--- src/rtl/txn_pkg.sv ---
package txn_pkg;

  typedef struct packed {
    logic       ar_ok;
    logic       fp_ok;
    logic [1:0] filt;
  } ctl_t;

  localparam ctl_t CTL_IDLE = '{ar_ok: 1'b1, fp_ok: 1'b1, filt: 2'd0};

  localparam logic [1:0] CC_NONE      = 2'd0;
  localparam logic [1:0] CC_TRANSIENT = 2'd2;
  localparam logic [1:0] CC_PERMANENT = 2'd3;

  // Requested filter levels above 2 saturate at 2.
  function automatic logic [1:0] filt_clip(input logic [1:0] f);
    return (f == 2'd3) ? 2'd2 : f;
  endfunction

  function automatic logic [1:0] filt_max(input logic [1:0] a, input logic [1:0] b);
    return (a > b) ? a : b;
  endfunction

  // Combine the controls of the enclosing level with a new begin.
  function automatic ctl_t ctl_merge(input ctl_t outer, input ctl_t inner);
    ctl_t r;
    r.ar_ok = outer.ar_ok & inner.ar_ok;
    r.fp_ok = outer.fp_ok & inner.fp_ok;
    r.filt  = filt_max(outer.filt, filt_clip(inner.filt));
    return r;
  endfunction

  function automatic logic [1:0] cc_from_flag(input logic permanent);
    return permanent ? CC_PERMANENT : CC_TRANSIENT;
  endfunction

endpackage

--- src/rtl/txn_depth_ctr.sv ---
module txn_depth_ctr #(
  parameter int MAX_DEPTH = 16,
  localparam int DW = $clog2(MAX_DEPTH + 1)
) (
  input  logic          clk,
  input  logic          rst_n,
  input  logic          inc,
  input  logic          dec,
  input  logic          flush,
  output logic [DW-1:0] depth
);

  logic [DW-1:0] depth_q;

  always_ff @(posedge clk) begin
    if (!rst_n)      depth_q <= '0;
    else if (flush)  depth_q <= '0;
    else if (inc)    depth_q <= depth_q + DW'(1);
    else if (dec)    depth_q <= depth_q - DW'(1);
  end

  assign depth = depth_q;

endmodule

--- src/rtl/txn_ctl_stack.sv ---
module txn_ctl_stack
  import txn_pkg::*;
#(
  parameter int MAX_DEPTH = 16,
  localparam int DW = $clog2(MAX_DEPTH + 1)
) (
  input  logic          clk,
  input  logic          rst_n,
  input  logic          push,
  input  logic [DW-1:0] depth,
  input  ctl_t          new_ctl,
  output ctl_t          eff_ctl
);

  ctl_t lvl_w [MAX_DEPTH];

  for (genvar g = 0; g < MAX_DEPTH; g++) begin : g_lvl
    ctl_t lvl_q;
    ctl_t base;
    if (g == 0) begin : g_first
      assign base = CTL_IDLE;
    end else begin : g_rest
      assign base = lvl_w[g-1];
    end
    always_ff @(posedge clk) begin
      if (!rst_n)                            lvl_q <= CTL_IDLE;
      else if (push && (depth == DW'(g)))    lvl_q <= ctl_merge(base, new_ctl);
    end
    assign lvl_w[g] = lvl_q;
  end

  always_comb begin
    eff_ctl = CTL_IDLE;
    for (int i = 0; i < MAX_DEPTH; i++) begin
      if (depth == DW'(i + 1)) eff_ctl = lvl_w[i];
    end
  end

endmodule

--- src/rtl/txn_abort_sel.sv ---
module txn_abort_sel
  import txn_pkg::*;
(
  input  logic       ext_req,
  input  logic       ext_perm,
  input  logic       xab_req,
  input  logic       xab_lsb,
  input  logic       perm_req,
  output logic       abort_any,
  output logic [1:0] cc
);

  always_comb begin
    abort_any = ext_req | xab_req | perm_req;
    if (ext_req)       cc = cc_from_flag(ext_perm);
    else if (xab_req)  cc = cc_from_flag(xab_lsb);
    else if (perm_req) cc = CC_PERMANENT;
    else               cc = CC_NONE;
  end

endmodule

--- src/rtl/txn_nest_tracker.sv ---
module txn_nest_tracker
  import txn_pkg::*;
#(
  parameter int MAX_DEPTH    = 16,
  parameter int ABORT_CODE_W = 16,
  localparam int DW = $clog2(MAX_DEPTH + 1)
) (
  input  logic                    clk,
  input  logic                    rst_n,
  input  logic                    beg_vld,
  input  logic                    beg_constr,
  input  logic                    beg_ar_ok,
  input  logic                    beg_fp_ok,
  input  logic [1:0]              beg_filt,
  input  logic [7:0]              beg_save_mask,
  input  logic                    end_vld,
  input  logic                    xabort_vld,
  input  logic [ABORT_CODE_W-1:0] xabort_code,
  input  logic                    ar_write,
  input  logic                    fp_write,
  input  logic                    ext_abort_vld,
  input  logic                    ext_abort_perm,
  output logic [DW-1:0]           depth,
  output logic                    in_tx,
  output logic                    in_constr,
  output logic                    eff_ar_ok,
  output logic                    eff_fp_ok,
  output logic [1:0]              eff_filt,
  output logic [7:0]              save_mask,
  output logic                    commit_p,
  output logic                    abort_p,
  output logic [1:0]              abort_cc,
  output logic                    restart_at_begin,
  output logic                    end_err
);

  logic [DW-1:0] depth_w;
  ctl_t          eff_w;
  ctl_t          push_ctl;
  logic          constr_q;
  logic [7:0]    mask_q;
  logic          commit_q, abort_q, rs_q, err_q;
  logic [1:0]    cc_q;

  // Named internal events
  logic       tx_active;
  logic       ev_beg_in_constr;
  logic       ev_beg_ovf;
  logic       ev_restrict;
  logic       ev_xabort;
  logic       ev_ext;
  logic       abort_any;
  logic [1:0] abort_cc_w;
  logic       ev_beg_ok;
  logic       ev_beg_outer;
  logic       ev_end_pop;
  logic       ev_commit;
  logic       ev_end_orphan;

  assign tx_active        = (depth_w != '0);
  assign ev_beg_in_constr = beg_vld & tx_active & constr_q;
  assign ev_beg_ovf       = beg_vld & tx_active & (depth_w == DW'(MAX_DEPTH));
  assign ev_restrict      = tx_active & ((ar_write & ~eff_w.ar_ok) | (fp_write & ~eff_w.fp_ok));
  assign ev_xabort        = xabort_vld & tx_active;
  assign ev_ext           = ext_abort_vld & tx_active;

  txn_abort_sel u_abort_sel (
    .ext_req  (ev_ext),
    .ext_perm (ext_abort_perm),
    .xab_req  (ev_xabort),
    .xab_lsb  (xabort_code[0]),
    .perm_req (ev_beg_in_constr | ev_beg_ovf | ev_restrict),
    .abort_any(abort_any),
    .cc       (abort_cc_w)
  );

  assign ev_beg_ok     = beg_vld & ~abort_any;
  assign ev_beg_outer  = ev_beg_ok & ~tx_active;
  assign ev_end_pop    = end_vld & ~beg_vld & tx_active & ~abort_any;
  assign ev_commit     = ev_end_pop & (depth_w == DW'(1));
  assign ev_end_orphan = end_vld & ~beg_vld & ~tx_active;

  // A constrained begin at depth 0 disables floating-point writes and filtering.
  always_comb begin
    push_ctl.ar_ok = beg_ar_ok;
    if (ev_beg_outer && beg_constr) begin
      push_ctl.fp_ok = 1'b0;
      push_ctl.filt  = 2'd0;
    end else begin
      push_ctl.fp_ok = beg_fp_ok;
      push_ctl.filt  = beg_filt;
    end
  end

  txn_depth_ctr #(.MAX_DEPTH(MAX_DEPTH)) u_depth (
    .clk  (clk),
    .rst_n(rst_n),
    .inc  (ev_beg_ok),
    .dec  (ev_end_pop),
    .flush(abort_any),
    .depth(depth_w)
  );

  txn_ctl_stack #(.MAX_DEPTH(MAX_DEPTH)) u_stack (
    .clk    (clk),
    .rst_n  (rst_n),
    .push   (ev_beg_ok),
    .depth  (depth_w),
    .new_ctl(push_ctl),
    .eff_ctl(eff_w)
  );

  always_ff @(posedge clk) begin
    if (!rst_n) begin
      constr_q <= 1'b0;
      mask_q   <= '0;
    end else begin
      if (abort_any || ev_commit) constr_q <= 1'b0;
      else if (ev_beg_outer)      constr_q <= beg_constr;
      if (ev_beg_outer)           mask_q   <= beg_save_mask;
    end
  end

  always_ff @(posedge clk) begin
    if (!rst_n) begin
      commit_q <= 1'b0;
      abort_q  <= 1'b0;
      cc_q     <= CC_NONE;
      rs_q     <= 1'b0;
      err_q    <= 1'b0;
    end else begin
      commit_q <= ev_commit;
      abort_q  <= abort_any;
      cc_q     <= abort_cc_w;
      rs_q     <= abort_any & constr_q;
      err_q    <= ev_end_orphan;
    end
  end

  assign depth            = depth_w;
  assign in_tx            = tx_active;
  assign in_constr        = constr_q;
  assign eff_ar_ok        = eff_w.ar_ok;
  assign eff_fp_ok        = eff_w.fp_ok;
  assign eff_filt         = eff_w.filt;
  assign save_mask        = mask_q;
  assign commit_p         = commit_q;
  assign abort_p          = abort_q;
  assign abort_cc         = cc_q;
  assign restart_at_begin = rs_q;
  assign end_err          = err_q;

endmodule


--- config.mk ---
export PLATFORM = sky130hd
export DESIGN_NAME = txn_nest_tracker
export DESIGN_NICKNAME = d
export VERILOG_FILES = /design/src/rtl/txn_pkg.sv /design/src/rtl/txn_depth_ctr.sv /design/src/rtl/txn_ctl_stack.sv /design/src/rtl/txn_abort_sel.sv /design/src/rtl/txn_nest_tracker.sv
export SDC_FILE = /design/constraint.sdc
export NUM_CORES = 1
export LEC_CHECK = 0
export CAP_MARGIN = 5
export CORE_AREA = 2 2 152 154
export DETAILED_ROUTE_END_ITERATION = 16
export DIE_AREA = 0 0 154 156
export PLACE_DENSITY = 0.51
export SLEW_MARGIN = 15
export SYNTH_ARGS = -nofsm -noshare
export SYNTH_HDL_FRONTEND = slang
export SYNTH_SLANG_ARGS = --single-unit
--- constraint.sdc ---
create_clock -name clk -period 10.49 [get_ports clk]
set_input_delay 2.098 -clock clk [delete_from_list [all_inputs] [get_ports clk]]
set_output_delay 2.098 -clock clk [all_outputs]
set_load 0.05 [all_outputs]
==> results_dict.tcl, run 1 <==
set metrics [dict create \
    initial_core_util 0.2459 \
    place_inst 989 \
    place_worst_setup_slack_ns 4.258 \
    cts_buffer_depth 2 \
    leakagePower_nw 2.392 \
    critical-path-max-stage-delay_ns 0.80 \
    synth_common_cells "dfxtp_1, a21oi_1, nand2_1" \
    min_path_type "reg2reg" \
    postCtsHoldBufs 0 \
    postCtsSetupBuffers 0 \
    clock_skew_ns 0.009843 \
    dieWidth_um 154 \
    insertion_delay_ns 0.35 \
    synth.cell_area_mm2 0.005499 \
    ant_nets 0 \
    end_kind "output port" \
    place_congestion 0.7548 \
    crit_fanout 14 \
    postLayoutCoreUtil 0.2894 \
    die_h_um 156 \
    fin_nets 804 \
    period_needed_ns 6.683 \
    rows 55 \
    initialDrtViolationCount 308 \
    cts_tree "built" \
    htreeDepth 3 \
    ys_ff_latch 84 \
    drv_slew 0 \
    path_clk_slew_ns 0.06 \
    slowest_stage "clkdlybuf4s50_1" \
    postLayoutSetupSlackWorst_ns 3.807 \
    synthCells 695 \
    totalWireLength_um 16170 \
    syn_nets 784 \
    instances_no_fill 1003 \
    layout-drive-gt1-share 0.04735 \
    crit_type "reg2out" \
    rsz0062_at_grt "false" \
    numPortBuffers 47 \
    whs_ns 0.4564 \
    hold_viol 0 \
    hpwl_um 11030 \
    ys_seq_area_frac 0.3058 \
    clock.fmax_mhz 149.6 \
    dieArea_mm2 0.02402 \
    cts.sinks 84 \
    vias 5012 \
    cts_buffers 9 \
    power_density_mw_per_mm2 218.4 \
    antenna_found_initial 0 \
    cp_cell_sequence "inv_1 > ha_1 > nand2b_1 > nor2_1 > a221oi_1 > o21ai_0 > o2111ai_1 > a22o_1 > a2111oi_0 > a211o_1 > clkdlybuf4s50_1" \
    cp_data_arrival_time_ns 4.58 \
    grt_pass1_wl_um 26320 \
    fill_cells 2388 \
    root_buffer "clkbuf_16" \
    cts.repair.resized 0 \
    yosysWarnings 0 \
    grt_max_degree 53 \
    first_pass_iters 5 \
    cap_violations 0 \
    synthMostInstantiatedCell "dfxtp_1" \
    worstHoldPathCells 2 \
    ios 63 \
    diodes 0 \
    worstPathRequired_ns 8.39 \
    yosys.area.top_type_share 0.3058 \
    grtUsageTotal 0.1362 \
    run_status "finished, final reports clean" \
    grt_overflow 0 \
    final.setup.tns_ns 0 \
    cp-start-kind "flop" \
    ys_types 65 \
    synth_edf_count 0 \
    ys_async_sr_fraction 0 \
    worstMarginPinSlew_ns 0.8752 \
    avgSynthCellArea_um2 7.912 \
    synthToLayoutAreaGrowth_pct 17.70 \
    timing.final.crit_share 0.6371 \
    yosysTopAreaCell "dfxtp_1" \
    wl_per_cell_um 16.12 \
    synth_ff_type "dfxtp_1" \
    synthTopCellsByArea "dfxtp_1, ha_1, a21oi_1" \
    setup_viol_count_final 0 \
    slew_headroom 0.4165 \
    vdd_drop_max_mv 0.1076 \
    drc 0 \
    grt_pass1_vias 4874 \
    ff2ff_path_depth 12 \
    core_mm2 0.02237 \
    routed_via_density 4.997 \
]
## worst max-delay path: cells and delay by family (launching register included)
family | cells | cell delay (ns)
simple gates | 2 | 0.96
fa+ha+maj | 1 | 0.55
compound gates | 6 | 1.38
flops | 1 | 0.37
buf+inv | 2 | 0.96
## layout by cell type, fill, tap and decap left out, types with 3 or more instances in the layout
cell / count
o211ai_1: 12
or3b_2: 3
clkbuf_16: 9
nor3_1: 7
nor3b_1: 6
and2_1: 4
nor2_1: 55
a211o_1: 4
and3b_1: 3
buf_4: 7
mux2i_1: 16
nand3_1: 22
a211oi_1: 34
o221ai_1: 6
nand3b_1: 3
o31ai_1: 4
a31oi_1: 5
clkdlybuf4s50_1: 47
nor2b_1: 12
ha_1: 51
nand4_1: 23
o21ai_0: 48
dfxtp_1: 84
a21oi_1: 63
xnor2_1: 3
inv_1: 50
and3_1: 4
nand2_1: 58
a32oi_1: 3
nand2b_1: 22
o32ai_1: 3
## area by class of cell
| class | instances | area [µm²] | share of cell area |
|---|---|---|---|
| Clock inverter | 2 | 60.06 | 0.009279 |
| Clock buffer | 12 | 246.5 | 0.03808 |
| Tap cell | 285 | 356.6 | 0.05509 |
| Inverter | 52 | 195.2 | 0.03016 |
| Multi-Input combinational cell | 514 | 3410 | 0.5268 |
| Sequential cell | 84 | 1682 | 0.2598 |
| Timing Repair Buffer | 54 | 523.0 | 0.08080 |
## cell families (layout without fill, tap and decap cells)
kind of cell	after synthesis	count (layout)	share of synthesized area
AOI/OAI and AO/OA	208	208	0.2473
xor gates and xnor gates	3	3	0.004779
adders and majority gates	51	51	0.1160
buffers and inverters	97	120	0.07417
DFF	84	84	0.3058
muxes	16	16	0.02912
and+or+nand+nor	236	236	0.2228
## report_power, final
group          internal [W]  leakage, nW  switching (W)  total (W)
combinational      0.000219         1.56       0.000466   0.000685
sequential         0.000352        0.681      0.0000310   0.000383
clock              0.000213        0.149       0.000132   0.000345
total              0.000784         2.39       0.000629    0.00141
## stage by stage
stage / power (W) / cell area [µm²]
finish: 0.001413 / 6472
global route: 0.001502 / 6472
CTS: 0.001423 / 6472
detailed placement: 0.001076 / 6166
global placement: 0.001073 / 6166
floorplan: 0.0008956 / 5499
## per-layer routing
layer | track usage | wire (µm) | vias to the layer above
li1 | - | - | 2547
met3 | 0.02167 | 382 | 13
met2 | 0.2249 | 7589 | 63
met4 | 0.04228 | 263 | 0
met5 | 0 | 0 | -
met1 | 0.1825 | 7934 | 2389
## flip-flops by register name, indices dropped and copies added, names as in the netlist, 2 cells and up
register             cells
u_depth.depth            5
save_mask                8
u_stack.g_lvl.base       4
abort_cc                 2
u_stack.g_lvl.lvl_q     60
## path summary, 6_finish.rpt
kind | endpoint | slack [ns] | startpoint
min reg2reg | save_mask[0] | 0.46 | save_mask[0]
max reg2reg | u_stack.g_lvl[3].lvl_q[2] | 6.31 | u_depth.depth[1]
max | eff_filt[1] | 3.81 | u_depth.depth[0]
min | save_mask[0] | 0.46 | save_mask[0]
Note: power is estimated with default switching activity, not from simulation.
==> run 2, diff against run 1 <==
- PLACE_DENSITY: 0.51 -> 0.53
- clock period: 10.49 -> 5.5 ns (I/O delays scaled with it)
==> results_dict.tcl, run 2 (synthesized netlist as in run 1, its figures left out) <==
set metrics [dict create \
    rows 55 \
    ios 63 \
    crit_fanout 21 \
    drv_slew 0 \
    fin_nets 814 \
    power_density_mw_per_mm2 405.2 \
    top_usage_layer "met2" \
    hpwl_um 11480 \
    rsz0062_at_grt "false" \
    root_buffer "clkbuf_16" \
    leakagePower_nw 2.429 \
    cts_buffer_depth 2 \
    timing.final.crit_share 0.9409 \
    grt_pass1_vias 4934 \
    vdd_drop_max_mv 0.1869 \
    diodes 0 \
    worstPathRequired_ns 4.40 \
    cp-start-kind "flop" \
    top_register "u_stack.g_lvl.lvl_q" \
    met1_usage 0.1910 \
    grt_max_degree 36 \
    totalWireLength_um 16090 \
    grt_overflow 0 \
    p_total_w 0.002638 \
    dieWidth_um 154 \
    postCtsSetupBuffers 0 \
    postCtsHoldBufs 0 \
    hold_viol 0 \
    fill_cells 2423 \
    synthToLayoutAreaGrowth_pct 18.41 \
    ant_nets 0 \
    end_kind "output port" \
    grtUsageTotal 0.1391 \
    initialDrtViolationCount 327 \
    cp_data_arrival_time_ns 4.07 \
    place_congestion 0.8250 \
    insertion_delay_ns 0.35 \
    largest_register_ffs 60 \
    layout-drive-gt1-share 0.06173 \
    htreeDepth 3 \
    die_h_um 156 \
    cts_buffers 9 \
    crit_type "reg2out" \
    cap_violations 0 \
    seqCellArea_mm2 0.001682 \
    mostFrequentLayoutCells "dfxtp_1, a21oi_1, nand2_1" \
    numPortBuffers 47 \
    core_mm2 0.02237 \
    drc 0 \
    clock.fmax_mhz 193.2 \
    antenna_found_initial 0 \
    use_met3 0.03167 \
    final.setup.tns_ns 0 \
    vias 5149 \
    slew_headroom 0.5054 \
    min_path_type "reg2reg" \
    run_status "finished, final reports clean" \
    initial_core_util 0.2459 \
    setup_viol_count_final 0 \
    dieArea_mm2 0.02402 \
    grt_pass1_wl_um 26770 \
    wl_per_cell_um 15.86 \
    final_common_cell "dfxtp_1" \
    grtUsageMet2 0.2236 \
    multiInputGateArea_mm2 0.003410 \
    routed_via_density 5.078 \
    cts.sinks 84 \
    worstMarginPinSlew_ns 0.7396 \
    clock_skew_ns 0.007486 \
    path_clk_slew_ns 0.06 \
    cts.repair.resized 0 \
    first_pass_iters 4 \
    period_needed_ns 5.175 \
    cts_tree "built" \
]
run 2: cell count changes in the layout (fill, tap and decap cells not counted):
| cell | delta |
|---|---|
| clkbuf_8 | +1 |
| buf_4 | +10 |
| bufinv_16 | -2 |
| clkinv_2 | +2 |
run 2: area by class of cell:
class	instances	area share
inverters	52	0.02998
clock buffers	13	0.03997
clock inverters	2	0.001537
well taps	285	0.05477
flip-flops and latches	84	0.2583
repair buffers	64	0.09185
multi-input cells	514	0.5236
run 2: per-layer routing:
metal,vias to the layer above,wire [µm]
met4,0,165
met3,14,456
met5,-,0
met2,65,7461
li1,2578,-
met1,2492,8003
run 2: path summary, 6_finish.rpt:
| kind | from | endpoint | slack (ns) | depth (start not counted) |
|---|---|---|---|---|
| hold / removal | save_mask[6] | save_mask[6] | 0.45 | 2 |
| setup reg to reg | u_depth.depth[0] | u_stack.g_lvl[6].lvl_q[1] | 1.54 | 11 |
| hold reg to reg | save_mask[6] | save_mask[6] | 0.45 | 2 |
| setup / recovery | u_depth.depth[0] | eff_filt[1] | 0.33 | 11 |
run 2: worst max-delay path, stage by stage (launching register included):
cell	delay, ns
dfxtp_1	0.44
inv_1	0.14
ha_1	0.48
nor2b_1	0.30
nand2_1	0.20
o21ai_0	0.11
o21ai_0	0.21
o2111ai_1	0.22
a22o_1	0.26
a2111oi_0	0.37
a211o_1	0.17
clkdlybuf4s50_1	0.80
run 2: where the power goes:
group	internal [W]	leakage (nW)	total, W	switching, W
sequential	0.000672	0.681	0.000738	0.0000655
clock	0.000327	0.135	0.000575	0.000248
combinational	0.000437	1.61	0.00133	0.000888
run 2: through the flow:
stage / utilization / setup WS, ns / cells / instance area [µm²] / hold slack [ns]
after CTS: 0.2911 / 0.3196 / 1014 / 6511 / 0.4548
after global routing: 0.2911 / 0.08686 / 1014 / 6511 / 0.4732
after floorplan: - / 1.077 / 695 / 5499 / 0.4551
final: 0.2911 / 0.3253 / 1014 / 6511 / 0.4525
after detailed placement: 0.2790 / 0.7090 / 999 / 6241 / 0.4483
after global placement: 0.2790 / 0.7526 / 999 / 6241 / 0.4413
